File: src/rtl/burst_seq_pkg.sv
package burst_seq_pkg;
  localparam int BEAT_W = 2;
  typedef logic [BEAT_W-1:0] beat_t;

  // Low address bits for a given beat of the burst.
  function automatic beat_t beat_low(beat_t start, beat_t beat, logic inter);
    beat_t r;
    if (inter) r = start ^ beat;
    else       r = start + beat;
    return r;
  endfunction
endpackage

File: src/rtl/strobe_decode.sv
module strobe_decode #(
  parameter int LANES = 2
) (
  input  logic             proc_strobe_n,
  input  logic             ctl_strobe_n,
  input  logic             cs_main_n,
  input  logic             cs_aux_n,
  input  logic             wr_all_n,
  input  logic [LANES-1:0] wr_lane_n,
  output logic             load,
  output logic             load_valid,
  output logic             load_write
);
  logic proc_go;
  logic ctl_go;
  logic any_wr;

  always_comb begin
    proc_go    = ~proc_strobe_n & ~cs_main_n;
    ctl_go     = ~ctl_strobe_n & ~proc_go;
    any_wr     = ~wr_all_n | ~(&wr_lane_n);
    load       = proc_go | ctl_go;
    load_valid = ~cs_main_n & ~cs_aux_n;
    load_write = ctl_go & any_wr;
  end
endmodule

File: src/rtl/burst_counter.sv
module burst_counter
  import burst_seq_pkg::*;
(
  input  logic  clk,
  input  logic  rst_n,
  input  logic  load,
  input  logic  step,
  output beat_t beat
);
  always_ff @(posedge clk or negedge rst_n) begin
    if (!rst_n)    beat <= '0;
    else if (load) beat <= '0;
    else if (step) beat <= beat + beat_t'(1);
  end
endmodule

File: src/rtl/burst_addr_seq.sv
module burst_addr_seq
  import burst_seq_pkg::*;
#(
  parameter int ADDR_W = 17,
  parameter int LANES  = 2
) (
  input  logic              clk,
  input  logic              rst_n,
  input  logic              proc_strobe_n,
  input  logic              ctl_strobe_n,
  input  logic              adv_n,
  input  logic              order_sel,
  input  logic              cs_main_n,
  input  logic              cs_aux_n,
  input  logic              wr_all_n,
  input  logic [LANES-1:0]  wr_lane_n,
  input  logic [ADDR_W-1:0] ext_addr,
  output logic [ADDR_W-1:0] mem_addr,
  output logic              cyc_write,
  output logic              cyc_valid
);
  localparam int HI_W = ADDR_W - BEAT_W;

  logic            load_ev;
  logic            load_valid;
  logic            load_write;
  logic            step_ev;
  beat_t           beat;
  logic [HI_W-1:0] base_hi;
  beat_t           base_lo;

  strobe_decode #(.LANES(LANES)) u_dec (
    .proc_strobe_n(proc_strobe_n),
    .ctl_strobe_n (ctl_strobe_n),
    .cs_main_n    (cs_main_n),
    .cs_aux_n     (cs_aux_n),
    .wr_all_n     (wr_all_n),
    .wr_lane_n    (wr_lane_n),
    .load         (load_ev),
    .load_valid   (load_valid),
    .load_write   (load_write)
  );

  assign step_ev = ~load_ev & ~adv_n & cyc_valid;

  burst_counter u_cnt (
    .clk  (clk),
    .rst_n(rst_n),
    .load (load_ev),
    .step (step_ev),
    .beat (beat)
  );

  always_ff @(posedge clk or negedge rst_n) begin
    if (!rst_n) begin
      base_hi   <= '0;
      base_lo   <= '0;
      cyc_valid <= 1'b0;
      cyc_write <= 1'b0;
    end else if (load_ev) begin
      base_hi   <= ext_addr[ADDR_W-1:BEAT_W];
      base_lo   <= ext_addr[BEAT_W-1:0];
      cyc_valid <= load_valid;
      cyc_write <= load_write;
    end
  end

  assign mem_addr = {base_hi, beat_low(base_lo, beat, order_sel)};
endmodule

File: config.mk
export PLATFORM = sky130hd
export DESIGN_NAME = burst_addr_seq
export DESIGN_NICKNAME = d
export VERILOG_FILES = /design/src/rtl/burst_seq_pkg.sv /design/src/rtl/strobe_decode.sv /design/src/rtl/burst_counter.sv /design/src/rtl/burst_addr_seq.sv
export SDC_FILE = /design/constraint.sdc
export NUM_CORES = 1
export LEC_CHECK = 0
export ABC_CLOCK_PERIOD_IN_PS = 2100
export BUFFER_PORTS_ARGS = -buffer_cell sky130_fd_sc_hd__buf_2
export CORE_ASPECT_RATIO = 1.4
export CORE_MARGIN = 5
export CORE_UTILIZATION = 33
export CTS_BUF_LIST = sky130_fd_sc_hd__clkbuf_4
export CTS_CLUSTER_DIAMETER = 80
export DETAILED_ROUTE_END_ITERATION = 12
export PLACE_DENSITY = 0.74
export SKIP_CTS_REPAIR_TIMING = 1
export SKIP_LAST_GASP = 1
export SYNTH_ARGS = -nofsm -noshare
export SYNTH_HDL_FRONTEND = slang
export SYNTH_SLANG_ARGS = --single-unit
File: constraint.sdc
create_clock -name clk -period 2.1 [get_ports clk]
set_input_delay 0.42 -clock clk [delete_from_list [all_inputs] [get_ports clk]]
set_output_delay 0.42 -clock clk [all_outputs]
set_load 0.02 [all_outputs]
==> flow_summary.toml, run 1 <==
[final_layout]
final_layout_size_suffix_gt1_share_pct = 65.7
final_common_cell = "sky130_fd_sc_hd__buf_2"
final_cell_mix = "sky130_fd_sc_hd__buf_2 (46), sky130_fd_sc_hd__dfrtp_1 (21), sky130_fd_sc_hd__mux2_2 (17)"
antenna-diode-count = 0
nFillCells = 249
syn2layout_area_growth_pct = 33.7
design.final.nets = 135

[logic_synthesis]
synth-seq-cells = 21
synth_xor_xnor_area_share_pct = 4.10
synth-seq-area-share_pct = 61.5
compound_gate_fraction_of_synth_area_pct = 4.25
synth_area_um2 = 855
yosys-mux-area-fraction_pct = 22.4
synthSimpleGateAreaFrac_pct = 3.22
synth.avg_cell_area_um2 = 15.3
synthesis.nets = 85
ys.warnings.count = 0
synth_top_family_by_area = "multiplexers"
synth.lib_cells_used.distinct = 15
synth-adder-area-share_pct = 1.46
syn_inst = 56

[sta]
fin_worst_skew_ns = 0.000344
totalNegativeSetupSlack_ns = 0
tightestPinTransition_ns = 0.454
setup-violations-final = 0
finalHoldViolations = 0
period_needed_ns = 1.77
period_utilization_post_route_pct = 84.4
max_clk_rate_ghz = 0.564
hold-worst-slack_ns = 0.0542
timing.final.max_slew_violations = 0
rsz0062_at_grt = "false"
max-slew-margin-rel_pct = 69.7

[pwr]
total_switching_power_uw = 241
power_density_mw_per_mm2 = 751
clockPowerShare_pct = 23.6
ir_worst_vdd_mv = 0.362
cellLeakagePower_nw = 0.561
cell_internal_pwr_uw = 617
pwr-share-comb_pct = 22.4
share_seq_of_total_power_pct = 54.0
swShare_pct = 28.1

[route]
routed_vias = 621
drc = 0
post_drt_wl_per_cell_um = 13.2
vias_per_cell = 4.47
ant_nets = 0
drt-initial-drc-count = 16
drtPass1Iterations = 2
route.final.wire_length_um = 1830

[placed_design]
placement.io_buffers = 46
dp_hpwl_um = 1530
gpl.final_weighted_congestion = 0.755

[die]
initial_core_util_pct = 35.0
design.portCount = 47
die_h_um = 70.2
die_width_um = 53.0
die_area_mm2 = 0.00372
core.rowCount = 21
design.core.area_mm2 = 0.00244

[global_route]
antenna_found_initial = 0
grt_pass1_vias = 693
gr-usage-all-layers_pct = 10.4
global_route.overflow_total = 0
largest_net_degree_at_the_start_of_global_routing = 22
grt_pass1_wl_um = 2910

[run_status]
outcome = "finished, final reports clean"

[worst_setup_path]
worstPathRequired_ns = 1.68
criticalPathCategory = "reg -> out"
end_kind = "output port"
start_kind = "flop"
worst-path-max-fanout = 3
data_arrival_critical_path_ns = 1.35

[clock_tree]
clk_root_buffer_cell = "sky130_fd_sc_hd__clkbuf_4"
cts_tree = "done"
numClockSinks = 21
h-tree-depth = 1
clkTransAtPathRegs_ns = 0.11
cts_made_buffers = 3
cts.path.max_buffers = 2
worstSkewPairLatency_ns = 0.29

[flow_run]
cap_violations = 0

[min_path]
min-delay-path-class = "in -> async"
layer usage:
layer	global-route usage [%]	routed length, um	up-vias
met3	3.19	160	4
met1	10.7	684	297
met5	0	0	-
met2	18.1	953	27
li1	-	-	293
met4	5.68	29	0
path summary, 6_finish.rpt:
check / from / to / slack, ns / cells past startpoint
worst max-delay path: u_cnt.beat[0] / mem_addr[1] / 0.33 / 4
worst min-delay path: rst_n / u_cnt.beat[0] / 0.05 / 1
worst max register to register: u_cnt.beat[0] / u_cnt.beat[1] / 1.24 / 3
worst min register to register: base_hi[4] / base_hi[4] / 0.51 / 1
max in group asynchronous: rst_n / base_lo[1] / 1.74 / 1
min in group clk: wr_lane_n[1] / cyc_write / 0.32 / 2
flip-flops by register name (all words and copies together), names as in the netlist:
name        flops
base_hi        15
base_lo         2
u_cnt.beat      2
cyc_valid       1
cyc_write       1
cells by family (layout without fill, tap and decap cells):
kind of cell	Yosys count	after routing
and+or+nand+nor	5	5
adders and majority gates	1	1
AOI/OAI and AO/OA	5	5
muxes	17	17
DFF	21	21
xor gates and xnor gates	4	4
buffers and inverters	3	52
metrics by stage:
| stage | worst slack, ns | util, % | std cells | cell area, um2 | total power [mW] |
|---|---|---|---|---|---|
| final | 0.327 | 46.7 | 139 | 1140 | 0.858 |
| after global routing | 0.251 | 46.7 | 139 | 1140 | 0.904 |
| after CTS | 0.307 | 46.7 | 139 | 1140 | 0.869 |
| after detailed placement | 0.473 | 45.5 | 135 | 1110 | 0.668 |
| after global placement | 0.524 | 45.5 | 135 | 1110 | 0.660 |
| after floorplan | 0.606 | - | 56 | 855 | 0.586 |
final cells by class:
| type | count | area (um2) | share of cell area (%) |
|---|---|---|---|
| Sequential cell | 21 | 526 | 46.0 |
| Multi-Input combinational cell | 32 | 303 | 26.5 |
| Timing Repair Buffer | 47 | 238 | 20.8 |
| Tap cell | 34 | 42.5 | 3.72 |
| Clock buffer | 4 | 30.0 | 2.63 |
| Inverter | 1 | 3.75 | 0.329 |
power by group through the flow:
| stage | combinational, mW | sequential, mW | clock (mW) |
|---|---|---|---|
| floorplan | 0.0742 | 0.512 | 0 |
| global placement | 0.191 | 0.469 | 0 |
| detailed placement | 0.196 | 0.473 | 0 |
| CTS | 0.196 | 0.464 | 0.208 |
| global route | 0.208 | 0.469 | 0.228 |
| finish | 0.192 | 0.463 | 0.202 |
Yosys cell counts:
cell type,number,share of area [%]
sky130_fd_sc_hd__xor2_1,1,1.0
sky130_fd_sc_hd__mux2_2,17,22
sky130_fd_sc_hd__o21a_1,1,0.88
sky130_fd_sc_hd__xnor2_1,3,3.1
sky130_fd_sc_hd__nand3b_1,1,0.88
sky130_fd_sc_hd__inv_1,1,0.44
sky130_fd_sc_hd__nor2b_1,2,1.5
sky130_fd_sc_hd__dfrtp_1,21,61
sky130_fd_sc_hd__nor2_1,2,0.88
sky130_fd_sc_hd__o21ai_0,1,0.59
sky130_fd_sc_hd__o21ai_2,1,1.0
sky130_fd_sc_hd__a41oi_1,1,1.0
sky130_fd_sc_hd__o22ai_1,1,0.73
sky130_fd_sc_hd__buf_6,2,2.6
sky130_fd_sc_hd__ha_1,1,1.5
critical path: stages, from the launching register on:
cell and delay [ns]:
sky130_fd_sc_hd__dfrtp_1 0.42, sky130_fd_sc_hd__ha_1 0.21, sky130_fd_sc_hd__nor2b_1 0.14, sky130_fd_sc_hd__xnor2_1 0.12, sky130_fd_sc_hd__buf_2 0.18
Power figures use the tool's default switching activity.
==> inputs of run 2 (changes only) <==
--- a/config.mk
+++ b/config.mk
@@ -5,7 +5,7 @@
 export SDC_FILE = /design/constraint.sdc
 export NUM_CORES = 1
 export LEC_CHECK = 0
-export ABC_CLOCK_PERIOD_IN_PS = 2100
+export ABC_CLOCK_PERIOD_IN_PS = 1800
 export BUFFER_PORTS_ARGS = -buffer_cell sky130_fd_sc_hd__buf_2
 export CORE_ASPECT_RATIO = 1.4
 export CORE_MARGIN = 5
==> constraint.sdc (replaced) <==
create_clock -name clk -period 1.8 [get_ports clk]
set_input_delay 0.36 -clock clk [delete_from_list [all_inputs] [get_ports clk]]
set_output_delay 0.36 -clock clk [all_outputs]
set_load 0.02 [all_outputs]
==> flow_summary.toml, run 2 (same netlist as run 1, synthesis figures left out) <==
[die]
core.rowCount = 21
die_width_um = 53.0
die_area_mm2 = 0.00372
die_h_um = 70.2
initial_core_util_pct = 35.0
design.core.area_mm2 = 0.00244
design.portCount = 47

[run_status]
outcome = "finished, final reports clean"

[final_layout]
final_cell_mix = "sky130_fd_sc_hd__buf_2 (46), sky130_fd_sc_hd__dfrtp_1 (21), sky130_fd_sc_hd__mux2_2 (17)"
largest_register_ffs = 15
syn2layout_area_growth_pct = 33.7
design.final.nets = 135
final_layout_size_suffix_gt1_share_pct = 65.7
final_common_cell = "sky130_fd_sc_hd__buf_2"
layout_top_registers = "base_hi: 15 flops, base_lo: 2 flops, u_cnt.beat: 2 flops"
largest-register = "base_hi"
number_of_cells_in_the_finished_layout_apart_from_fillers = 139
antenna-diode-count = 0

[pwr]
clockPowerShare_pct = 23.1
ir_worst_vdd_mv = 0.360
total_switching_power_uw = 271
power_density_mw_per_mm2 = 867
swShare_pct = 27.4
cellLeakagePower_nw = 0.561
p_total_uw = 991
share_seq_of_total_power_pct = 54.4
pwr-share-comb_pct = 22.5
cell_internal_pwr_uw = 719

[worst_setup_path]
start_kind = "flop"
timing.reg2reg.worst_path_depth = 3
worstPathRequired_ns = 1.44
regToRegEndpoint = "u_cnt.beat[0]"
end_kind = "output port"
data_arrival_critical_path_ns = 1.33
criticalPathCategory = "reg -> out"
reg_to_reg_slack_setup_ns = 0.92
worst-path-max-fanout = 3
crit-reg2reg-launch = "cyc_valid"

[sta]
hold-worst-slack_ns = 0.00105
setup-violations-final = 0
tightestPinTransition_ns = 0.458
max-slew-margin-rel_pct = 69.5
period_utilization_post_route_pct = 93.8
max_clk_rate_ghz = 0.592
fin_worst_skew_ns = 0.000521
period_needed_ns = 1.69
timing.final.max_slew_violations = 0
finalWorstSetupSlack_ns = 0.111
totalNegativeSetupSlack_ns = 0
finalHoldViolations = 0
rsz0062_at_grt = "false"

[route]
ant_nets = 0
route.final.wire_length_um = 1700
routed_vias = 612
drt-initial-drc-count = 0
vias_per_cell = 4.40
post_drt_wl_per_cell_um = 12.3
drtPass1Iterations = 1
drc = 0

[global_route]
antenna_found_initial = 0
grt_pass1_vias = 666
global_route.overflow_total = 0
grt_pass1_wl_um = 2680
largest_net_degree_at_the_start_of_global_routing = 22
gr-usage-all-layers_pct = 9.47

[min_path]
min-delay-path-class = "in -> async"

[clock_tree]
clkTransAtPathRegs_ns = 0.11
worstSkewPairLatency_ns = 0.29
numClockSinks = 21
clk_root_buffer_cell = "sky130_fd_sc_hd__clkbuf_4"
cts.path.max_buffers = 2
cts_tree = "done"
cts_made_buffers = 3
h-tree-depth = 1

[placed_design]
placement.io_buffers = 46
gpl.final_weighted_congestion = 0.752
pre_cts_ws_ns = 0.409
dp.cells = 135
dp_hpwl_um = 1370

[flow_run]
cap_violations = 0
## run 2: cell type report
type | instances | area, um2
fillers | 230 | 1300
flip-flops and latches | 21 | 526
multi-input cells | 32 | 303
repair buffers | 47 | 238
well taps | 34 | 42.5
clock buffers | 4 | 30.0
inverters | 1 | 3.75
## run 2: worst max-delay path by stage
stage,cells after the start,start,to,slack (ns)
finish,4,u_cnt.beat[0],mem_addr[1],0.11
global route,4,u_cnt.beat[0],mem_addr[1],0.04
CTS,4,u_cnt.beat[0],mem_addr[1],0.08
detailed placement,4,cs_main_n,base_hi[14],0.41
global placement,4,cs_main_n,base_hi[11],0.45
floorplan,3,u_cnt.beat[0],mem_addr[1],0.37
## run 2: power groups by stage
stage	logic [mW]	registers [mW]	clock network [mW]
floorplan	0.0866	0.598	0
global placement	0.223	0.546	0
detailed placement	0.227	0.549	0
CTS	0.228	0.540	0.244
global route	0.242	0.545	0.259
finish	0.223	0.539	0.229
## run 2: per-stage QoR
| stage | instance area (um2) | util (%) |
|---|---|---|
| final | 1140 | 46.7 |
| after global placement | 1110 | 45.5 |
| after global routing | 1140 | 46.7 |
| after detailed placement | 1110 | 45.5 |
| after floorplan | 855 | - |
| after CTS | 1140 | 46.7 |
## run 2: routing by layer
layer  global-route usage (%)  vias to the layer above  part of all wire (%)
li1                         -                      294                     -
met1                     10.6                      283                    37
met2                     15.7                       29                    51
met3                     2.34                        6                   9.3
met4                     5.40                        0                   2.3
met5                        0                        -                     0
## run 2: worst max-delay path, stage by stage, from the launching register on
cell	delay [ns]
sky130_fd_sc_hd__dfrtp_1	0.42
sky130_fd_sc_hd__ha_1	0.20
sky130_fd_sc_hd__nor2b_1	0.13
sky130_fd_sc_hd__xnor2_1	0.11
sky130_fd_sc_hd__buf_2	0.17
